### config.mk
export PLATFORM = sky130hd
export DESIGN_NAME = reg_ready_sb
export DESIGN_NICKNAME = d
export VERILOG_FILES = /design/src/rtl/rrsb_pkg.sv /design/src/rtl/rrsb_entry.sv /design/src/rtl/rrsb_fwd_calc.sv /design/src/rtl/reg_ready_sb.sv
export SDC_FILE = /design/constraint.sdc
export NUM_CORES = 1
export LEC_CHECK = 0
export ABC_AREA = 1
export BUFFER_PORTS_ARGS = -buffer_cell sky130_fd_sc_hd__buf_2
export CORE_MARGIN = 5
export CORE_UTILIZATION = 60
export CTS_BUF_LIST = sky130_fd_sc_hd__clkbuf_8
export DETAILED_ROUTE_END_ITERATION = 16
export PLACE_DENSITY = 0.72
export SETUP_SLACK_MARGIN = 0.4
export SYNTH_ARGS = -nofsm -noshare
export SYNTH_HDL_FRONTEND = slang
export SYNTH_SLANG_ARGS = --single-unit
export TNS_END_PERCENT = 10
### constraint.sdc
create_clock -name clk -period 5.9 [get_ports clk]
set_input_delay 1.18 -clock clk [delete_from_list [all_inputs] [get_ports clk]]
set_output_delay 1.18 -clock clk [all_outputs]
set_load 0.01 [all_outputs]
### src/rtl/rrsb_pkg.sv
package rrsb_pkg;

  localparam int CLS_W   = 4;
  localparam int ROLE_W  = 2;
  localparam int MAX_LAT = 23;
  localparam int CNT_W   = $clog2(MAX_LAT + 1);

  typedef enum logic [CLS_W-1:0] {
    CL_IALU   = 4'd0,
    CL_SHIFT  = 4'd1,
    CL_CMP    = 4'd2,
    CL_CMOV   = 4'd3,
    CL_LOAD   = 4'd4,
    CL_SLOAD  = 4'd5,
    CL_FPADD  = 4'd6,
    CL_FPMUL  = 4'd7,
    CL_FMOV   = 4'd8,
    CL_FCMOV  = 4'd9,
    CL_FDIVS  = 4'd10,
    CL_FDIVD  = 4'd11,
    CL_GADD   = 4'd12,
    CL_GMUL   = 4'd13,
    CL_STORE  = 4'd14,
    CL_BRANCH = 4'd15
  } op_class_e;

  typedef enum logic [ROLE_W-1:0] {
    RL_GEN   = 2'd0,
    RL_STDAT = 2'd1,
    RL_CC    = 2'd2,
    RL_RSVD  = 2'd3
  } opnd_role_e;

  // Latency seen by a consumer that gets no bypass.
  function automatic logic [CNT_W-1:0] full_latency(op_class_e c);
    case (c)
      CL_IALU, CL_SHIFT, CL_CMP, CL_FMOV: return CNT_W'(1);
      CL_CMOV, CL_LOAD, CL_FCMOV, CL_GADD: return CNT_W'(2);
      CL_SLOAD:                           return CNT_W'(3);
      CL_FPADD, CL_FPMUL, CL_GMUL:        return CNT_W'(4);
      CL_FDIVS:                           return CNT_W'(13);
      CL_FDIVD:                           return CNT_W'(23);
      default:                            return '0;
    endcase
  endfunction

  // Producers whose result may feed a store's data in the issue cycle.
  function automatic logic store_data_src(op_class_e c);
    case (c)
      CL_IALU, CL_SHIFT, CL_CMP, CL_FPADD, CL_FPMUL, CL_FMOV, CL_FCMOV: return 1'b1;
      default: return 1'b0;
    endcase
  endfunction

endpackage

### src/rtl/rrsb_entry.sv
module rrsb_entry
  import rrsb_pkg::*;
#(
  parameter int CW = CNT_W
) (
  input  logic             clk,
  input  logic             rst,
  input  logic             clr,
  input  logic             load,
  input  logic [CW-1:0]    load_cnt,
  input  logic [CLS_W-1:0] load_cls,
  output logic [CW-1:0]    rem,
  output logic [CLS_W-1:0] cls
);

  always_ff @(posedge clk) begin
    if (rst || clr) begin
      rem <= '0;
      cls <= '0;
    end else if (load) begin
      rem <= load_cnt;
      cls <= load_cls;
    end else if (rem != '0) begin
      rem <= rem - 1'b1;
    end
  end

endmodule

### src/rtl/rrsb_fwd_calc.sv
module rrsb_fwd_calc
  import rrsb_pkg::*;
(
  input  logic [CLS_W-1:0]  prod_cls,
  input  logic [CNT_W-1:0]  prod_rem,
  input  logic [CLS_W-1:0]  cons_cls,
  input  logic [ROLE_W-1:0] role,
  output logic              ready
);

  op_class_e        p, c;
  opnd_role_e       r;
  logic [CNT_W-1:0] full, eff, discount;

  always_comb begin
    p    = op_class_e'(prod_cls);
    c    = op_class_e'(cons_cls);
    r    = opnd_role_e'(role);
    full = full_latency(p);
    eff  = full;
    if (c == CL_STORE && r == RL_STDAT) begin
      if (store_data_src(p)) eff = '0;
    end else if (c == CL_BRANCH && r == RL_CC) begin
      if (p == CL_CMP) eff = '0;
    end else if (c == CL_FPADD || c == CL_FPMUL) begin
      case (p)
        CL_FPADD, CL_FPMUL: eff = CNT_W'(3);
        CL_FDIVS:           eff = CNT_W'(12);
        CL_FDIVD:           eff = CNT_W'(22);
        default:            eff = full;
      endcase
    end else if (c == CL_GADD) begin
      case (p)
        CL_GADD: eff = CNT_W'(1);
        CL_GMUL: eff = CNT_W'(3);
        default: eff = full;
      endcase
    end
    discount = full - eff;
    ready    = (prod_rem <= discount);
  end

endmodule

### src/rtl/reg_ready_sb.sv
module reg_ready_sb
  import rrsb_pkg::*;
#(
  parameter int NUM_REGS = 32,
  parameter int TAG_W    = $clog2(NUM_REGS)
) (
  input  logic             clk,
  input  logic             rst,
  input  logic             flush,
  input  logic             iss_valid,
  input  logic [3:0]       iss_class,
  input  logic [TAG_W-1:0] iss_tag,
  input  logic [3:0]       q_class,
  input  logic [1:0]       q_role,
  input  logic [TAG_W-1:0] q_tag,
  output logic             q_ready
);

  logic [CNT_W-1:0] rem_q [NUM_REGS];
  logic [CLS_W-1:0] cls_q [NUM_REGS];
  logic [CNT_W-1:0] iss_full, iss_load;
  logic             take, fwd, calc_ready;
  logic [CNT_W-1:0] sel_rem;
  logic [CLS_W-1:0] sel_cls;

  always_comb begin
    iss_full = full_latency(op_class_e'(iss_class));
    iss_load = (iss_full == '0) ? '0 : iss_full - 1'b1;
    take     = iss_valid && !flush;
  end

  for (genvar g = 0; g < NUM_REGS; g++) begin : g_ent
    if (g == 0) begin : g_zero
      assign rem_q[g] = '0;
      assign cls_q[g] = '0;
    end else begin : g_live
      rrsb_entry #(.CW(CNT_W)) u_ent (
        .clk      (clk),
        .rst      (rst),
        .clr      (flush),
        .load     (take && (iss_tag == TAG_W'(g))),
        .load_cnt (iss_load),
        .load_cls (iss_class),
        .rem      (rem_q[g]),
        .cls      (cls_q[g])
      );
    end
  end

  always_comb begin
    fwd     = take && !rst && (iss_tag == q_tag);
    sel_rem = fwd ? iss_full  : rem_q[q_tag];
    sel_cls = fwd ? iss_class : cls_q[q_tag];
  end

  rrsb_fwd_calc u_calc (
    .prod_cls (sel_cls),
    .prod_rem (sel_rem),
    .cons_cls (q_class),
    .role     (q_role),
    .ready    (calc_ready)
  );

  assign q_ready = (q_tag == '0) || calc_ready;

endmodule

== Word-level counts from Yosys, hierarchy flattened ==
Memories as Yosys holds them, arrays and structs flattened.
Cells that the tools add are included.
Word-level totals
  memories: 2
  flip-flop bits (word level): 279
  bits in read-only memories: 160
  logic and storage cells: 338
  output and inout bits: 1
Cells by class
  mux-type cells: 81
  reductions and logical operators: 108
  $add $sub $neg: 33
  magnitude comparators: 2
  eq/ne operators: 49
  bitwise gates (word level): 1
Memories
  (no name shown): depth 16, width 5, read ports 1, clocked after memory_dff 0, write ports 0, RTL line rrsb_pkg.sv:36  | case (c)
  (no name shown): depth 16, width 5, read ports 1, clocked after memory_dff 0, write ports 0, RTL line rrsb_pkg.sv:36
Operators by type and width (number)
  $mux 5: 72
  $sub 5x1->5 const B: 32
  $reduce_bool 5->1: 31
  $eq 5x5->1 const B: 16
  $reduce_bool 2->1: 31
  $eq 5x4->1 const B: 8
  $eq 4x4->1 const B: 9
  $logic_and 1x1->1: 36
  $bmux 5 s5: 1
  $bmux 4 s5: 1
  $eq 5x3->1 const B: 4
  $eq 4x3->1 const B: 4
  $pmux 5 s3: 1
  $mux 4: 3
  $eq 5x2->1 const B: 2
  $logic_not 5->1: 2
  $pmux 5 s2: 1
  $reduce_or 7->1: 1
  $ge 6x6->1 const B: 1
  $not 5->6: 1
  $eq 5x1->1 const B: 1
  $eq 5x5->1: 1
  $le 5x5->1: 1
  $sub 5x5->5: 1
  other kinds (9): 13

== Longest topological paths before layout ==
Gate-level depths: netlist (run 1).
  depth in word-level cells: 14
  gate-level depth with buffers: 28
  mapped depth without buffers: 27

== Cells and area by module ==
Synthesis (run 1) repeated with hierarchy kept, for this count alone.
Second synthesis, totals
  cells, all modules: 2922
  area, all modules: 18398.9 um^2
Modules (own cells, without submodules)
  rrsb_entry: area each 454.2 um^2, cells each 62, times used 31, sequential area each 180.2 um^2
  reg_ready_sb: area each 3757.4 um^2, cells each 899, times used 1, sequential area each 0.0 um^2
  rrsb_fwd_calc: area each 561.8 um^2, cells each 101, times used 1, sequential area each 0.0 um^2

== Worst setup path before layout (run 1) ==
OpenSTA, ideal clock, no wires.
  path kind: input -> output
  start point: in q_tag[0]
  end point: out q_ready
  setup slack: 0.780 ns
  stages on the path: 21
  required time: 4.720 ns
  buffers on the path: 2
  data arrival time: 3.940 ns
  path through: buf_6 > buf_6 > nand2_4 > nand4_4 > nor3_4 > nand3_2 > nand3_2 > nand2_2 > nor2_2 > nand2_1 > nand2_1 > nand2_1 > nand2_1 > a21oi_1 > ha_1 > fa_1 > xor2_1 > ha_1 > nand4_1 > o221ai_1 > o221ai_1
On the way
  cells in the longest elaborated chain, start to end: 14
  elaborated cells between the ends (all ways): 39
  those cells by class: 1 x add/sub; 1 x order compare; 11 x eq/ne; 18 x mux; 1 x bitwise; 6 x reduce/logical; 1 x memory
RTL lines
  from (decl): RTL line reg_ready_sb.sv:15  | input logic [TAG_W-1:0] q_tag,
  $not 5->6 (implied by the code): RTL line reg_ready_sb.sv:52, reg_ready_sb.sv:53
  $bmux 4 s5: RTL line reg_ready_sb.sv:53  | sel_cls = fwd ? iss_class : cls_q[q_tag];
  $mux 4 (implied by the code) (2 in a row): RTL line reg_ready_sb.sv:53
  $mux 4: RTL line reg_ready_sb.sv:53
  $mem_v2 16x5, or another cell as far along
  $pmux 5 s2, or another cell as far along: RTL line rrsb_fwd_calc.sv:33  | case (p)
  $mux 5, or another cell as far along: RTL line rrsb_fwd_calc.sv:32  | end else if (c == CL_GADD) begin
  $mux 5 / $mux 1 (equally long branches): RTL line rrsb_fwd_calc.sv:25, rrsb_fwd_calc.sv:21
  $mux 5, on equally long branches: RTL line rrsb_fwd_calc.sv:23, rrsb_fwd_calc.sv:22
  $mux 5: RTL line rrsb_fwd_calc.sv:21  | if (c == CL_STORE && r == RL_STDAT) begin
  $sub 5x5->5: RTL line rrsb_fwd_calc.sv:39  | discount = full - eff;
  $le 5x5->1: RTL line rrsb_fwd_calc.sv:40  | ready = (prod_rem <= discount);
  $logic_or 1x1->1 (*): RTL line reg_ready_sb.sv:64  | assign q_ready = (q_tag == '0) || calc_ready;
  to (decl): RTL line reg_ready_sb.sv:16  | output logic q_ready
Every way passes the cells marked *; elsewhere a longest branch is shown, timed or not. The select of a mux whose other input is x is not followed.

== Final worst setup path (run 1) ==
Same ends and word-level chain as after synthesis.

==> impl_results.md, run 1 <==
* Die Y at around 180 um
* Routed Antenna Nets at 0
* HP Class: reg -> reg
* Tot Pwr at ~9300 uW
* Static Leak at about 0.0077 uW
* Mapped Area at between 15000 and 20000 um2
* Vias at 16.8k
* DR DRC count at 0
* Top FF cell, synth: dfxtp_1
* Final Wtd Congestion at 0.938
* Worst EP arrival at about 4.5 ns
* Final Setup Violations at 0
* CP required at between 4 and 5 ns
* Global-route wire length before repair at 81.8 mm
* Gr ovfl total at 0
* Number of global-route vias before repair at 15.9k
* Seq pwr share at ~30%
* DR vias/cell at roughly 6
* Max FO, Critical Path at 27
* Antenna violations before repair at 1
* Layout cells sized above 1 at a little over a tenth
* CTS Root Buffer Type: clkbuf_8
* Initial Util at a little over 60%
* # IOs at 25
* Period utilisation layout at 95.7%
* All-Layer GR Usage at ~32%
* CTS clk-pin slew, worst paths at about 0.06 ns
* Core Area at 27600 um2
* EDFF count, synth at 0
* CTS tree: built
* Gate Count Post-Synth at roughly 2.4k
* Share of flip-flops with an asynchronous set or reset at 0%
* Slew at the pin closest to its max-slew limit at approximately 1.1 ns
* Clk Latency, worst-skew pair at about 0.57 ns
* Fin crit period at between 5 and 6 ns
* Yosys reg bits at 279
* Worst vdd ir at between 0.3 and 0.4 mV
* H-Tree Level Count at 2
* Internal at around 5400 uW
* Placed cell areas at ~17000 um2
* Largest net degree at the start of global routing at 94
* RSZ-0062 raised after global routing: yes
* Syn. warnings at 0
* Avg WL per Cell at about 18 um
* CP Class: in -> out
* Clock power frac at ~20%
* Ant. Diodes at 0
* Synth cell types at 46
* Sequential area share after synthesis at 33.6%
* Layout Skew at about 0.012 ns
* Hold WS at between 0.4 and 0.5 ns
* Avg Inst Size Synth at about 7 um2
* Synthesized net count at about 2.5k
* Cts hold-fix bufs at 0
* Fin. Hold Viols at 0
* WL final at 50.9 mm
* Die width at between 150 and 200 um
* Sw Share at between 40% and 50%
* Switching power at between 3000 and 4000 uW
* Clock sinks at between 200 and 300
* Die Area at roughly 31000 um2
* DP HPWL at ~33 mm
* Status: complete, no violations
* Startpoint types: input port
* Max-slew violation count at 0
* Max cap viols at 0
* Setup TNS at 0 ns
* Port bufs at 24
* Rows at just over 60
* Final instance area at ~19000 um2
* CP endpoint kind: output pin
* CTS Buf Count at just under 50
* Area grow syn2layout at 11.8%
* Nets at 2541
* Pwr/cell area at 502 nW/um2
* Peak Freq at between 0.15 and 0.2 GHz
* DRT Pass-1 Iters at 6
* Combinational share of power at about half
* CTS Buffer Depth at 3
* Drt initial violations at 1682
* Slew headroom at around a quarter
layout by cell type, fill, tap and decap left out, drive strengths merged, types with 8 or more instances in the layout:
cell type / netlist / final
dfxtp: 279 / 279
o21ai: 292 / 292
xnor2: 11 / 11
clkinv: 3 / 10
a2111oi: 11 / 11
nand3: 204 / 204
nor3: 32 / 32
a31oi: 17 / 17
or2: 33 / 33
a221oi: 37 / 37
nor4: 8 / 8
nand4: 8 / 8
inv: 289 / 303
a21oi: 306 / 306
nor2: 228 / 228
nand2: 349 / 349
ha: 72 / 72
buf: 49 / 97
clkbuf: 93 / 62
xor2: 77 / 77
path summary, 6_finish.rpt:
check                                            start                                   endpoint  slack, ns  cells past startpoint
max                                           q_tag[0]                                    q_ready       0.26                     23
min          g_ent[4].g_live.u_ent.cls[0]$_SDFFE_PP0P_  g_ent[4].g_live.u_ent.cls[0]$_SDFFE_PP0P_       0.46                      2
max reg2reg  g_ent[1].g_live.u_ent.rem[0]$_SDFFE_PP0P_  g_ent[1].g_live.u_ent.rem[0]$_SDFFE_PP0P_       4.12                      9
min reg2reg  g_ent[4].g_live.u_ent.cls[0]$_SDFFE_PP0P_  g_ent[4].g_live.u_ent.cls[0]$_SDFFE_PP0P_       0.46                      2
layout make-up:
| type | count | area, um2 |
|---|---|---|
| Clock buffer | 60 | 826 |
| Tap cell | 378 | 473 |
| Sequential cell | 279 | 5590 |
| Multi-Input combinational cell | 1721 | 9390 |
| Clock inverter | 25 | 185 |
| Fill cell | 2432 | 8980 |
| Timing Repair Buffer | 101 | 1000 |
| Inverter | 292 | 1120 |
cell families (layout without fill, tap and decap cells):
kind of cell	after synthesis	count (layout)	synth area share, %
AND/OR/NAND/NOR	864	864	23.0
AO/OA/AOI/OAI	695	695	22.7
flip-flops	279	279	33.6
adder cells (fa/ha/maj)	73	73	5.54
multiplexers	1	1	0.0602
buffers and inverters	434	478	10.5
XOR/XNOR	88	88	4.64
synth_stat cells (2+ instances only):
| cell type | count | area [um2] |
|---|---|---|
| a31oi_1 | 17 | 106 |
| xnor2_1 | 11 | 96.3 |
| clkbuf_1 | 93 | 349 |
| o21ai_1 | 2 | 10.0 |
| inv_2 | 12 | 45.0 |
| a221oi_1 | 37 | 324 |
| o31ai_1 | 3 | 22.5 |
| or2_1 | 6 | 37.5 |
| o221ai_1 | 4 | 35.0 |
| clkinv_1 | 3 | 11.3 |
| o211ai_1 | 5 | 37.5 |
| ha_1 | 72 | 901 |
| nand2_4 | 4 | 45.0 |
| o22ai_1 | 5 | 31.3 |
| nand3_2 | 8 | 80.1 |
| or2_0 | 3 | 18.8 |
| nand3b_1 | 2 | 15.0 |
| a2111oi_0 | 11 | 96.3 |
| o21ai_0 | 289 | 1450 |
| buf_2 | 28 | 140 |
| nor2_2 | 5 | 31.3 |
| nor3_4 | 2 | 32.5 |
| nand2_1 | 336 | 1260 |
| nand2_2 | 9 | 56.3 |
| nor3_1 | 30 | 150 |
| nand3_1 | 196 | 981 |
| nor4_1 | 8 | 50.1 |
| xor2_1 | 77 | 674 |
| buf_6 | 9 | 101 |
| nor2_1 | 222 | 833 |
| buf_4 | 4 | 30.0 |
| a21oi_1 | 306 | 1530 |
| inv_1 | 277 | 1040 |
| dfxtp_1 | 279 | 5590 |
| buf_1 | 8 | 30.0 |
| a211oi_1 | 7 | 52.6 |
| or2_2 | 24 | 150 |
| nand4_1 | 7 | 43.8 |
| o21a_1 | 6 | 45.0 |
flip-flops by register name, summed over array words and instances, names as in the netlist:
register / flops
g_ent.g_live.u_ent.cls: 124
g_ent.g_live.u_ent.rem: 155
timing repair:
item,in CTS,in global routing
buffers inserted,2,4
cloned,5,1
setup endpoints to repair,1,1
pin swaps,4,9
resized for setup,24,24
worst max-delay path, stage by stage:
cell      delay (ns)
buf_12          0.13
buf_16          0.17
or2_1           0.22
nand3_1         0.07
nand3_1         0.08
nand3_1         0.12
nand2_1         0.09
nand2_1         0.08
nand3_2         0.10
nand2_4         0.15
nand2_2         0.10
inv_1           0.09
nand2_1         0.05
nand2_1         0.09
nand2_1         0.08
a21oi_2         0.13
ha_2            0.21
fa_2            0.44
ha_1            0.28
nand4_1         0.12
o221ai_1        0.18
o221ai_1        0.13
buf_2           0.15
through the flow:
stage	setup WS, ns	utilization [%]	cells
2_1_floorplan	0.780	-	2434
3_3_place_gp	0.196	62.3	2759
5_1_grt	0.0616	67.4	2856
6_report	0.256	67.4	2856
4_1_cts	0.275	66.9	2851
3_5_place_dp	0.147	62.3	2759
metal layers:
layer	vias up	routed length [um]	GRT usage, %
li1	8146	-	-
met1	7898	21800	42.8
met5	-	0	0
met3	112	4100	4.86
met4	0	1600	10.8
met2	684	23400	53.2
power by group through the flow:
stage / clock, uW / combinational, uW / sequential, uW
finish: 1860 / 4700 / 2760
detailed placement: 0 / 4570 / 2780
global route: 1970 / 5390 / 2810
CTS: 1880 / 4640 / 2750
floorplan: 0 / 3740 / 2670
global placement: 0 / 4440 / 2780
(Power assumes the default switching activity.)
==> run 2: changes to the inputs <==
--- a/config.mk
+++ b/config.mk
@@ -11,7 +11,7 @@
 export CORE_UTILIZATION = 60
 export CTS_BUF_LIST = sky130_fd_sc_hd__clkbuf_8
 export DETAILED_ROUTE_END_ITERATION = 16
-export PLACE_DENSITY = 0.72
+export PLACE_DENSITY = 0.84
 export SETUP_SLACK_MARGIN = 0.4
 export SYNTH_ARGS = -nofsm -noshare
 export SYNTH_HDL_FRONTEND = slang
==> impl_results.md, run 2 (same netlist as run 1, synthesis figures left out) <==
* Final Wtd Congestion at around 1
* Met2 Usage GRT at 52.5%
* CTS Buf Count at 46
* Final Setup Violations at 0
* Max FO, Critical Path at 10
* Final core area utilization at about two thirds
* Fin. Hold Viols at 0
* Initial Util at slightly above 60%
* Die Y at 176 um
* Worst EP arrival at 4.52 ns
* Pre-CTS setup slack at ~0.12 ns
* Most used routing layer: met2
* CP Class: in -> out
* Nets at ~2.5k
* Status: complete, no violations
* Startpoint types: input port
* Port bufs at 24
* Largest regs: g_ent.g_live.u_ent.rem (155), g_ent.g_live.u_ent.cls (124)
* CTS clk-pin slew, worst paths at 0.06 ns
* Avg WL per Cell at 18.4 um
* Hold WS at roughly 0.48 ns
* CTS tree: built
* Most frequent cells in the layout: 330 x nand2_1, 305 x a21oi_1, 286 x inv_1, 286 x o21ai_0, 279 x dfxtp_1
* H-Tree Level Count at 2
* WL final at around 53 mm
* Layout cells sized above 1 at around a tenth
* Period utilisation layout at approximately 97%
* Clk Latency, worst-skew pair at 0.58 ns
* Most common cell after layout, fill and taps aside: nand2_1
* Largest net degree at the start of global routing at 96
* Peak Freq at 0.175 GHz
* Global-route wire length before repair at 83.5 mm
* Layout Skew at ~0.013 ns
* Critical path's top delay family: simple AND/OR/NAND/NOR gates
* Max cap viols at 0
* Fin crit period at between 5 and 6 ns
* Slew at the pin closest to its max-slew limit at roughly 1.2 ns
* Slowest cell on crit path: fa_2
* All-Layer GR Usage at between 30% and 40%
* Slew headroom at 18.5%
* CP endpoint kind: output pin
* CTS Buffer Depth at 3
* Area taken by multi-input logic gates at around 9400 um2
* DRT Pass-1 Iters at 7
* DR vias/cell at between 6 and 7
* Area grow syn2layout at 11.6%
* Static Leak at 0.00772 uW
* Ant. Diodes at 0
* WP buf/inv at 5
* Met1 usage at 41.1%
* Clock sinks at ~280
* Number of global-route vias before repair at about 17k
* Drt initial violations at roughly 2.0k
* CP required at around 4.7 ns
* Die width at 176 um
* M3 GR Usage at roughly 5.8%
* Max-slew violation count at 0
* Critical path's largest stage delay at 0.46 ns
* Core Area at approximately 28000 um2
* Setup TNS at 0 ns
* Most used cell, CP: nand2_1
* HP Class: reg -> reg
* Antenna violations before repair at 0
* Routed Antenna Nets at 0
* CP cell instances: buf_12 > clkinv_8 > nor2_4 > buf_12 > inv_2 > nor2_1 > nand3b_1 > nand3_2 > nand3_2 > nand3_1 > nand2_2 > nand2_1 > nand2_1 > nand2_1 > nand2_2 > nand2_1 > a21oi_1 > ha_2 > fa_2 > ha_1 > nand4_1 > o221ai_2 > o221ai_1 > buf_2
* Reg area at 5590 um2
* Rows at 61
* RSZ-0062 raised after global routing: yes
* Largest register FFs at around 160
* Pwr/cell area at 510 nW/um2
* # IOs at 25
* Worst vdd ir at between 0.3 and 0.4 mV
* Vias at roughly 17k
* Die Area at ~31000 um2
* DR DRC count at 0
* Final WS setup at 0.196 ns
* CTS Root Buffer Type: clkbuf_8
* Filler Cells Inserted at around 2.3k
* Largest reg by FF count: g_ent.g_live.u_ent.rem
* DP HPWL at roughly 34 mm
* Gr ovfl total at 0
-- run 2: worst register-to-register path, delay by kind of cell (launching register included) --
family,cells,cell delay (ns)
simple gates,3,0.62
flops,1,0.34
buf+inv,3,0.25
compound gates,2,0.21
fa+ha+maj,1,0.15
-- run 2: through the flow --
stage,instances,total power (uW),instance area [um2]
floorplan,2434,6410,16600
global placement,2755,7150,17100
detailed placement,2755,7370,17100
CTS,2844,9330,18400
global route,2850,10200,18600
finish,2850,9460,18600
-- run 2: area by class of cell --
type,count,share of cell area (%)
clock buffers,57,4.23
clock inverters,21,1.21
inverters,292,5.99
multi-input cells,1722,50.8
flip-flops and latches,279,30.1
well taps,378,2.55
repair buffers,101,5.13
-- run 2: repair_timing --
item | 4_1_cts | 5_1_grt
cloned | 3 | 3
buffers inserted | 8 | 3
setup endpoints to repair | 1 | 1
pin swaps | 14 | 11
hold buffers | 0 | 0
resized for setup | 35 | 20
-- run 2: final timing paths --
kind / start / endpoint / slack [ns] / cells past startpoint
setup / recovery: q_tag[0] / q_ready / 0.20 / 24
hold / removal: g_ent[4].g_live.u_ent.cls[0]$_SDFFE_PP0P_ / g_ent[4].g_live.u_ent.cls[0]$_SDFFE_PP0P_ / 0.48 / 2
setup reg to reg: g_ent[1].g_live.u_ent.rem[0]$_SDFFE_PP0P_ / g_ent[1].g_live.u_ent.rem[0]$_SDFFE_PP0P_ / 4.16 / 9
hold reg to reg: g_ent[4].g_live.u_ent.cls[0]$_SDFFE_PP0P_ / g_ent[4].g_live.u_ent.cls[0]$_SDFFE_PP0P_ / 0.48 / 2
-- run 2: power by group --
part / internal, uW / switching, uW
combinational: 1950 / 2840
sequential: 2370 / 405
clock: 1090 / 812
total: 5400 / 4060
-- run 2: metal layers --
metal	wire length, um	vias up	part of all wire, %
met5	0	-	0
met4	3220	0	6.1
met3	5790	258	11
met2	23400	1092	45
met1	20100	7899	38
li1	-	8143	-
